**config.mk**
```make
export PLATFORM = sky130hd
export DESIGN_NAME = sr_wp_unit
export DESIGN_NICKNAME = d
export VERILOG_FILES = /design/src/rtl/sr_wp_pkg.sv /design/src/rtl/sr_wp_range.sv /design/src/rtl/sr_wp_state.sv /design/src/rtl/sr_wp_unit.sv
export SDC_FILE = /design/constraint.sdc
export NUM_CORES = 1
export LEC_CHECK = 0
export ABC_AREA = 1
export ABC_CLOCK_PERIOD_IN_PS = 3400
export BUFFER_PORTS_ARGS = -buffer_cell sky130_fd_sc_hd__buf_2
export CAP_MARGIN = 15
export CORE_AREA = 2 2 39 41
export DETAILED_ROUTE_END_ITERATION = 16
export DIE_AREA = 0 0 41 43
export PLACE_DENSITY = 0.75
export RECOVER_POWER = 50
export SLEW_MARGIN = 20
export SYNTH_ARGS = -nofsm -noshare
export SYNTH_HDL_FRONTEND = slang
export SYNTH_HIERARCHICAL = 1
export SYNTH_SLANG_ARGS = --single-unit
```
**constraint.sdc**
```tcl
create_clock -name clk -period 3.4 [get_ports clk]
set_clock_uncertainty 0.2 [all_clocks]
set_input_delay 0 -clock clk [delete_from_list [all_inputs] [get_ports clk]]
set_output_delay 0 -clock clk [all_outputs]
set_load 0.01 [all_outputs]
```
**src/rtl/sr_wp_pkg.sv**
```systemverilog
package sr_wp_pkg;
  localparam int SR_W     = 8;
  localparam int WPEN_BIT = 7;
  localparam int BP_HI    = 3;
  localparam int BP_LO    = 2;
  localparam int WEL_BIT  = 1;
  // bits a status write may change (protect-enable and block-protect)
  localparam logic [SR_W-1:0] SR_WR_MASK = 8'b1000_1100;

  typedef enum logic [1:0] {
    BP_NONE    = 2'b00,
    BP_QUARTER = 2'b01,
    BP_HALF    = 2'b10,
    BP_ALL     = 2'b11
  } bp_code_e;
endpackage

```
**src/rtl/sr_wp_range.sv**
```systemverilog
module sr_wp_range
  import sr_wp_pkg::*;
#(
  parameter int ADDR_W = 11
) (
  input  logic [1:0]        bp,
  input  logic [ADDR_W-1:0] addr,
  output logic              locked
);
  localparam int SHIFT = ADDR_W - 2;

  logic [1:0]        quarter_idx;
  logic [ADDR_W-1:0] base;

  // lowest protected quarter index for each code
  always_comb begin
    case (bp_code_e'(bp))
      BP_QUARTER: quarter_idx = 2'b11;
      BP_HALF:    quarter_idx = 2'b10;
      default:    quarter_idx = 2'b00;
    endcase
    base   = {{SHIFT{1'b0}}, quarter_idx} << SHIFT;
    locked = (bp != 2'b00) && (addr >= base);
  end
endmodule

```
**src/rtl/sr_wp_state.sv**
```systemverilog
module sr_wp_state
  import sr_wp_pkg::*;
#(
  parameter logic       WPEN_RST = 1'b0,
  parameter logic [1:0] BP_RST   = 2'b00
) (
  input  logic            clk,
  input  logic            rst_n,
  input  logic            ev_wren,
  input  logic            ev_wrdi,
  input  logic            ev_wr_close,
  input  logic            sr_load,
  input  logic [SR_W-1:0] sr_data,
  output logic            wel,
  output logic [SR_W-1:0] prot_bits
);
  localparam logic [SR_W-1:0] PROT_RST =
    ({{(SR_W-1){1'b0}}, WPEN_RST} << WPEN_BIT) |
    ({{(SR_W-2){1'b0}}, BP_RST} << BP_LO);

  logic            wel_q, wel_d;
  logic [SR_W-1:0] prot_q, prot_d;

  always_comb begin
    wel_d = wel_q;
    if (ev_wr_close)  wel_d = 1'b0;
    else if (ev_wrdi) wel_d = 1'b0;
    else if (ev_wren) wel_d = 1'b1;
  end

  always_comb begin
    prot_d = prot_q;
    if (sr_load) prot_d = sr_data & SR_WR_MASK;
  end

  always_ff @(posedge clk or negedge rst_n) begin
    if (!rst_n) wel_q <= 1'b0;
    else        wel_q <= wel_d;
  end

  always_ff @(posedge clk or negedge rst_n) begin
    if (!rst_n)       prot_q <= PROT_RST;
    else if (sr_load) prot_q <= prot_d;
  end

  assign wel       = wel_q;
  assign prot_bits = prot_q;
endmodule

```
**src/rtl/sr_wp_unit.sv**
```systemverilog
module sr_wp_unit
  import sr_wp_pkg::*;
#(
  parameter int         ADDR_W   = 11,
  parameter logic       WPEN_RST = 1'b0,
  parameter logic [1:0] BP_RST   = 2'b00
) (
  input  logic              clk,
  input  logic              rst_n,
  input  logic              ev_wren,
  input  logic              ev_wrdi,
  input  logic              ev_wrsr,
  input  logic [7:0]        wrsr_data,
  input  logic              ev_wr_close,
  input  logic [ADDR_W-1:0] byte_addr,
  input  logic              wp_n,
  output logic              mem_wr_ok,
  output logic              sr_wr_ok,
  output logic [7:0]        status_byte
);
  logic [1:0]      rst_sync_q;
  logic            rst_q_n;
  logic            wel;
  logic [SR_W-1:0] prot_bits;
  logic            wpen;
  logic [1:0]      bp;
  logic            blk_locked;
  logic            sr_load;

  // asynchronous assertion, synchronous release
  always_ff @(posedge clk or negedge rst_n) begin
    if (!rst_n) rst_sync_q <= 2'b00;
    else        rst_sync_q <= {rst_sync_q[0], 1'b1};
  end
  assign rst_q_n = rst_sync_q[1];

  assign wpen    = prot_bits[WPEN_BIT];
  assign bp      = prot_bits[BP_HI:BP_LO];
  assign sr_load = ev_wrsr & sr_wr_ok;

  sr_wp_state #(
    .WPEN_RST (WPEN_RST),
    .BP_RST   (BP_RST)
  ) u_state (
    .clk         (clk),
    .rst_n       (rst_q_n),
    .ev_wren     (ev_wren),
    .ev_wrdi     (ev_wrdi),
    .ev_wr_close (ev_wr_close),
    .sr_load     (sr_load),
    .sr_data     (wrsr_data),
    .wel         (wel),
    .prot_bits   (prot_bits)
  );

  sr_wp_range #(
    .ADDR_W (ADDR_W)
  ) u_range (
    .bp     (bp),
    .addr   (byte_addr),
    .locked (blk_locked)
  );

  always_comb begin
    sr_wr_ok    = wel & ~(wpen & ~wp_n);
    mem_wr_ok   = wel & ~blk_locked;
    status_byte = prot_bits | ({{(SR_W-1){1'b0}}, wel} << WEL_BIT);
  end
endmodule

```
# ---- Yosys cells after proc, flatten, opt, wreduce, memory -nomap -nowiden
# Index checks and enable logic that the tools add are counted.
dict set report totals {
  mem_bits_rw 0
  word_cells 21
  reg_bits 6
  mem_bits_ro 0
  out_inout_bits 10
  latch_bits 0
  n_memories 0
  inputBits 26
}
dict set report classes {
  mux 4
  n_bitwise 8
  shift 0
  div_mod_pow 0
  eq_ne 2
  magnitude_cmp 1
  mul 0
  n_reduce_logical 3
  add_sub_neg 0
}
# operator n
set op_table {}
lappend op_table {{>= comparator 11 bit} 1}
lappend op_table {{OR 8 x 2 -> 8 bit} 1}
lappend op_table {{AND 1 bit} 4}
lappend op_table {{case mux 2 bit (2 select lines)} 1}
lappend op_table {{2-to-1 mux 1 bit} 3}
lappend op_table {{inverter 1 bit} 3}
lappend op_table {{nonzero test 3 bit} 1}
lappend op_table {{equality test 2 x 1 -> 1 bit (second input constant)} 1}
lappend op_table {{equality test 2 bit (second input constant)} 1}
lappend op_table {{nonzero test 2 bit} 1}
lappend op_table {{logical AND 1 bit} 1}

# ---- Depth between registers and ports, before layout
# Gate-level depths: netlist (run 1).
dict set report logic_depth {
  word_depth 6
  ltp_mapped 9
  depth_no_buf 9
}

# ---- Modules after synthesis
# The synthesis (run 1) kept the hierarchy.
# module instances area_each_um2 cells_per_inst seq_area_each_um2
set modules_own_cells {}
lappend modules_own_cells {sr_wp_state 1 197.7 25 100.1}
lappend modules_own_cells {sr_wp_range 1 147.6 28 0.0}
lappend modules_own_cells {sr_wp_unit 1 90.1 12 50.0}

# ---- Least setup slack after synthesis (run 1)
# OpenSTA, ideal clock, no wires.
dict set report synth_path {
  path_type {register -> output}
  from {reg u_state.prot_q[2], in the netlist u_state/prot_bits[2]}
  to {out mem_wr_ok}
  stages_incl_launch_ff 8
  required_ns 3.200
  n_path_buf 0
  t_arrival_ns 1.449
  slack_ns 1.751
  cell_sequence {dfrtp_1 -> inv_1 -> ha_1 -> inv_1 -> ha_1 -> a21oi_1 -> a21oi_2 -> nor2_1}
}
dict set report synth_via {
  elab_chain_len 6
  word_cells_on_any_way 8
  classes_between {order compare (1); eq/ne (2); mux (1); bitwise (2); reduce/logical (2)}
}
# item line_no
set synth_lines {}
lappend synth_lines {{start: declaration} sr_wp_state.sv:22} ;# logic [SR_W-1:0] prot_q, prot_d;
lappend synth_lines {{start signal: assignment} sr_wp_state.sv:43} ;# else if (sr_load) prot_q <= prot_d;
lappend synth_lines {{equality test 2 bit / equality test 2 x 1 -> 1 bit (equally long branches)} sr_wp_range.sv:17} ;# case (bp_code_e'(bp))
lappend synth_lines {{case mux 2 bit (2 select lines)} sr_wp_range.sv:17}
lappend synth_lines {{>= comparator 11 bit} sr_wp_range.sv:23} ;# locked = (bp != 2'b00) && (addr >= base);
lappend synth_lines {{logical AND 1 bit (*)} sr_wp_range.sv:23}
lappend synth_lines {{net blk_locked} sr_wp_unit.sv:27} ;# logic blk_locked;
lappend synth_lines {{inverter 1 bit (*)} sr_wp_unit.sv:66} ;# mem_wr_ok = wel & ~blk_locked;
lappend synth_lines {{AND 1 bit (*)} sr_wp_unit.sv:66}
lappend synth_lines {{end: declaration} sr_wp_unit.sv:17} ;# output logic mem_wr_ok,
# The timed path passes the listed nets; every way through them passes the cells marked *.

# ---- Worst setup path after layout (run 1)
dict set report layout_path {
  from {reg u_state.prot_q[7], in the netlist u_state/prot_bits[7]}
  to {reg u_state.prot_q[3], in the netlist u_state/prot_bits[3]}
}
dict set report layout_via {
  elab_chain_len 4
}
# item line_no
set layout_lines {}
lappend layout_lines {{AND 1 bit} sr_wp_unit.sv:65} ;# sr_wr_ok = wel & ~(wpen & ~wp_n);
lappend layout_lines {{inverter 1 bit} sr_wp_unit.sv:65}
lappend layout_lines {{AND 1 bit} sr_wp_unit.sv:65}
lappend layout_lines {{AND 1 bit} sr_wp_unit.sv:39} ;# assign sr_load = ev_wrsr & sr_wr_ok;
lappend layout_lines {{net sr_load} sr_wp_unit.sv:28} ;# logic sr_load;
# The timed path passes the listed nets, and every way through them passes these cells.
# A chain may end at the register's enable or synchronous reset.

==> flow_summary.json, run 1 <==
{
  "status": "completed",
  "fin_setup_tns_ns": 0,
  "pin_count": 36,
  "drt_iter0_markers": 4,
  "cpMostUsedCell": "nand2_1",
  "fillers": 144,
  "fin_hold_ws_ns": 0.165,
  "cts_tree": "built",
  "worstPathArrival_ns": 2.32,
  "antenna_found_initial": 0,
  "worst_path_max_delay_cell": "dlygate4sd3_1",
  "clock-sinks": 6,
  "ys_warn_count": 6,
  "dieArea_sq_um": 1760,
  "grt_pass1_wl_um": 1500,
  "finalMaxSlewViolations": 0,
  "clockBufferDepth": 2,
  "min_to": "sr_wr_ok",
  "routabilityCongestion": 0.654,
  "netlist_area_sq_um": 435,
  "initial_utilization_pct": 31.5,
  "fin_crit_sh_pct": 68.9,
  "wire_per_inst_um": 8.55,
  "ff2ff_path_depth": 7,
  "drive_gt1_share_pct": 25.9,
  "hold_violations": 0,
  "worstPathMaxFanout": 4,
  "clock_latency_ns": 0.25,
  "grt_pass1_vias": 427,
  "power.density_nw_per_um2": 342,
  "num_vias": 485,
  "core_area_sq_um": 1380,
  "cp-start-kind": "flop",
  "viasPerCell": 3.91,
  "power_mw": 0.250,
  "crit_path_end_kind": "flop",
  "portBuffers": 26,
  "htree_levels": 1,
  "max_cap_violations": 0,
  "min_path_cells": 6,
  "period_needed_ns": 2.34,
  "seq_area_frac_synth_pct": 34.5,
  "worstReg2RegStart": "u_state/prot_bits[7]$_DFFE_PN0P_",
  "rsz0062_at_grt": "no",
  "n_antenna_cell": 0,
  "setup.worst_path.class": "reg -> reg",
  "synth_cell_types": 12,
  "fp.dieW_um": 41,
  "p_leak_nw": 0.448,
  "cp_data_required_time_ns": 3.38,
  "layout.nets": 140,
  "hold_class": "in -> out",
  "min_from": "wp_n",
  "register_area_sq_um": 150,
  "multi_input_area_sq_um": 188,
  "synth-seq-cells": 6,
  "fmax_ghz": 0.427,
  "ant_nets": 0,
  "slowest_delay_ns": 0.57,
  "post_cts_buffers": 0,
  "r2r_end": "u_state/prot_bits[3]$_DFFE_PN0P_",
  "num_rows": 14,
  "dp_hpwl_um": 713,
  "path_cells": "nand2_1 -> nand2_1 -> nor2_1 -> nand2_1 -> dlygate4sd3_1 -> nand2_1 -> dlygate4sd3_1",
  "syn-instance-count": 65,
  "cts-root-buf": "clkbuf_4",
  "overflow": 0,
  "drc": 0,
  "drt-total-wl_um": 1060,
  "ff2ff_setup_slack_ns": 1.06,
  "areaGrowthSynthToFinish_pct": 68.1,
  "ir_worst_vdd_v": 0.000252,
  "firstDrtPassIters": 3,
  "fp.dieH_um": 43,
  "syn_avg_cell_area_sq_um": 6.70,
  "grt_max_degree": 5,
  "clk_pin_slew_ns": 0.04,
  "globalRouteTotalUtil_pct": 13.3,
  "finalSetupViolCount": 0,
  "numCtsBuffers": 3
}
-- kinds of logic (layout without fill, tap and decap cells) --
group,Yosys count,count (layout),synth area share [%]
AOI/OAI and AO/OA,2,2,3.16
buffers and inverters,25,64,25.9
other,2,6,1.72
adders and majority gates,4,4,11.5
and+or+nand+nor,26,26,23.3
DFF,6,6,34.5
-- area by class of cell --
type | instances | share of cell area (%)
flip-flops and latches | 6 | 20.5
clock buffers | 3 | 3.08
multi-input cells | 38 | 25.6
well taps | 16 | 2.74
inverters | 20 | 10.3
repair buffers | 41 | 37.8
-- Yosys cell counts --
library cell	n	area, sq um
nor2_1	7	26.3
buf_4	5	37.5
a21oi_1	1	5.00
ha_1	4	50.1
dfrtp_1	6	150
nand2_1	17	63.8
conb_1	2	7.51
nand3_1	1	5.00
inv_1	19	71.3
inv_2	1	3.75
a21oi_2	1	8.76
or2_1	1	6.26
-- timing repair --
action                    4_1_cts  5_1_grt
hold buffers                   15        0
hold endpoints to repair       10        0
resized for setup               0        0
-- through the flow --
| step | setup slack (ns) | util (%) | area [sq um] | instances |
|---|---|---|---|---|
| 2_1_floorplan | 1.75 | - | 450 | 69 |
| 3_3_place_gp | 1.66 | 40.7 | 563 | 106 |
| 3_5_place_dp | 1.65 | 40.7 | 563 | 106 |
| 4_1_cts | 1.12 | 53.2 | 736 | 124 |
| 5_1_grt | 0.955 | 52.9 | 732 | 124 |
| 6_report | 1.06 | 52.9 | 732 | 124 |
-- power breakdown --
| group | internal [mW] | switching, mW |
|---|---|---|
| sequential | 0.0808 | 0.00726 |
| clock | 0.0400 | 0.0265 |
| combinational | 0.0505 | 0.0451 |
-- cells in the final DEF (no fill, tap or decap) --
master,instances
dfrtp_1,6
inv_1,19
clkbuf_1,3
nor2_1,7
a21oi_2,1
nand3_1,1
dlygate4sd3_1,15
conb_1,6
nand2_1,17
clkbuf_4,3
or2_1,1
inv_2,1
buf_2,23
ha_1,4
a21oi_1,1
-- flip-flops by register name (all words and copies together), names as in the netlist --
name,count
rst_sync_q,2
u_state/prot_bits,3
u_state/wel,1
-- worst max-delay path: cells and delay by family, from the launching register on --
kind          cells  cell delay [ns]
flops             1             0.39
simple gates      5             0.57
buf+inv           2             1.12
-- per-layer routing --
layer	up-vias	wire [um]	track usage, %
met4	0	19	10.0
li1	256	-	-
met2	25	605	26.9
met1	202	333	9.57
met5	-	0	0
met3	2	103	0.524
-- worst max-delay path by stage --
stage / start / end / slack, ns / cells after the start
floorplan: u_state/prot_bits[2]$_DFFE_PN0P_ / mem_wr_ok / 1.75 / 7
global placement: u_state/prot_bits[2]$_DFFE_PN0P_ / mem_wr_ok / 1.66 / 10
detailed placement: u_state/prot_bits[2]$_DFFE_PN0P_ / mem_wr_ok / 1.65 / 10
CTS: u_state/prot_bits[7]$_DFFE_PN0P_ / u_state/prot_bits[7]$_DFFE_PN0P_ / 1.12 / 7
global route: u_state/prot_bits[7]$_DFFE_PN0P_ / u_state/prot_bits[2]$_DFFE_PN0P_ / 0.95 / 7
finish: u_state/prot_bits[7]$_DFFE_PN0P_ / u_state/prot_bits[3]$_DFFE_PN0P_ / 1.06 / 7
Power figures use the tool's default switching activity.
==> run 2: changes to the inputs <==
--- a/config.mk
+++ b/config.mk
@@ -6,13 +6,13 @@
 export NUM_CORES = 1
 export LEC_CHECK = 0
 export ABC_AREA = 1
-export ABC_CLOCK_PERIOD_IN_PS = 3400
+export ABC_CLOCK_PERIOD_IN_PS = 2100
 export BUFFER_PORTS_ARGS = -buffer_cell sky130_fd_sc_hd__buf_2
 export CAP_MARGIN = 15
-export CORE_AREA = 2 2 39 41
+export CORE_MARGIN = 2
+export CORE_UTILIZATION = 33
 export DETAILED_ROUTE_END_ITERATION = 16
-export DIE_AREA = 0 0 41 43
-export PLACE_DENSITY = 0.75
+export PLACE_DENSITY = 0.78
 export RECOVER_POWER = 50
 export SLEW_MARGIN = 20
 export SYNTH_ARGS = -nofsm -noshare
==> constraint.sdc (replaced) <==
create_clock -name clk -period 2.1 [get_ports clk]
set_clock_uncertainty 0.2 [all_clocks]
set_input_delay 0 -clock clk [delete_from_list [all_inputs] [get_ports clk]]
set_output_delay 0 -clock clk [all_outputs]
set_load 0.01 [all_outputs]
==> flow_summary.json, run 2 (synthesis results as in run 1) <==
{
  "status": "completed",
  "drt-total-wl_um": 900,
  "min_from": "wp_n",
  "final_cell_mix": "25 x buf_2, 19 x inv_1, 17 x nand2_1",
  "layout.nets": 139,
  "globalRouteTotalUtil_pct": 13.5,
  "antenna_found_initial": 0,
  "setup.worst_path.class": "reg -> out",
  "fin_crit_sh_pct": 94.7,
  "clk_pin_slew_ns": 0.04,
  "max_cap_violations": 0,
  "final_cells": 122,
  "fin_hold_ws_ns": 0.0826,
  "ant_nets": 0,
  "worstPathArrival_ns": 1.79,
  "core_area_sq_um": 1270,
  "grt_max_degree": 5,
  "fmax_ghz": 0.503,
  "cts-root-buf": "clkbuf_4",
  "pin_count": 36,
  "finalSetupViolCount": 0,
  "worstReg2RegStart": "u_state/prot_bits[7]$_DFFE_PN0P_",
  "cp-start-kind": "flop",
  "finalMaxSlewViolations": 0,
  "rsz0062_at_grt": "no",
  "ff2ff_setup_slack_ns": 0.36,
  "fp.dieW_um": 40.3,
  "power.density_nw_per_um2": 540,
  "numCtsBuffers": 3,
  "hold_violations": 0,
  "p_leak_nw": 0.448,
  "dp_hpwl_um": 649,
  "clock-sinks": 6,
  "hold_class": "in -> reg",
  "placed_cells": 105,
  "wire_per_inst_um": 7.38,
  "cts_tree": "built",
  "num_rows": 13,
  "n_antenna_cell": 0,
  "cp_data_required_time_ns": 1.90,
  "period_needed_ns": 1.99,
  "post_cts_resized": 0,
  "num_vias": 474,
  "fin_setup_tns_ns": 0,
  "layout_commonest_cell": "buf_2",
  "drc": 0,
  "power_mw": 0.389,
  "portBuffers": 26,
  "crit_path_end_kind": "output pin",
  "grt_pass1_vias": 421,
  "largest_reg_flops": 3,
  "fp.dieH_um": 40.3,
  "initial_utilization_pct": 34.3,
  "grt_pass1_wl_um": 1410,
  "firstDrtPassIters": 1,
  "dieArea_sq_um": 1630,
  "drt_iter0_markers": 0,
  "clockBufferDepth": 2,
  "htree_levels": 1,
  "viasPerCell": 3.89,
  "areaGrowthSynthToFinish_pct": 65.5,
  "cp-startpoint": "u_state/prot_bits[2]$_DFFE_PN0P_",
  "overflow": 0,
  "ir_worst_vdd_v": 0.000348,
  "routabilityCongestion": 0.660,
  "drive_gt1_share_pct": 29.0,
  "clock_latency_ns": 0.24,
  "worstPathMaxFanout": 4
}
run 2: changes by cell type in the layout (fill, tap and decap cells not counted):
cell / delta
clkbuf_1: -2
buf_2: +2
dlygate4sd3_1: -2
buf_4: +1
run 2: power by group:
part           leakage (nW)  internal (mW)  total (mW)  switching (mW)
sequential           0.0744          0.131       0.141          0.0105
clock                0.0138         0.0645       0.105          0.0402
combinational         0.360         0.0740       0.143          0.0688
run 2: area by class of cell:
| cell class | instances | area (sq um) |
|---|---|---|
| Multi-Input combinational cell | 38 | 188 |
| Timing Repair Buffer | 40 | 267 |
| Sequential cell | 6 | 150 |
| Clock buffer | 3 | 22.5 |
| Inverter | 20 | 75.1 |
| Tap cell | 15 | 18.8 |
| Fill cell | 141 | 548 |
run 2: timing repair:
| item | 4_1_cts | 5_1_grt |
|---|---|---|
| hold buffers | 13 | 0 |
| endpoints found under the setup margin | 0 | 1 |
| setup buffers | 0 | 1 |
| endpoints found under the hold margin | 10 | 0 |
run 2: final timing paths:
kind	end	cells after the start
hold reg to reg	rst_sync_q[1]$_DFF_PN0_	0
max in group asynchronous	u_state/prot_bits[7]$_DFFE_PN0P_	1
min in group asynchronous	u_state/prot_bits[2]$_DFFE_PN0P_	1
setup / recovery	mem_wr_ok	10
setup reg to reg	u_state/prot_bits[2]$_DFFE_PN0P_	6
hold / removal	u_state/prot_bits[7]$_DFFE_PN0P_	8
run 2: stage by stage:
stage	worst slack (ns)	util, %	cell area (sq um)
after floorplan	0.451	-	450
final	0.112	56.8	721
after CTS	0.0892	56.3	714
after global placement	0.359	44.3	562
after global routing	0.00358	56.8	721
after detailed placement	0.368	44.3	562
run 2: metal layers:
| metal | up-vias | global-route usage, % | part of all wire [%] | wire length, um |
|---|---|---|---|---|
| li1 | 254 | - | - | - |
| met1 | 196 | 10.6 | 36 | 327 |
| met2 | 22 | 28.2 | 52 | 468 |
| met3 | 2 | 1.67 | 9.3 | 84 |
| met4 | 0 | 10.0 | 2.3 | 21 |
| met5 | - | 0 | 0 | 0 |
run 2: worst max-delay path, cell delays in order (launching register included):
cell and delay (ns):
dfrtp_1 0.38, inv_1 0.06, ha_1 0.27, inv_1 0.04, ha_1 0.28, nand2_1 0.05
nor2_1 0.08, nand3_1 0.10, a21oi_2 0.12, nor2_1 0.05, buf_2 0.13
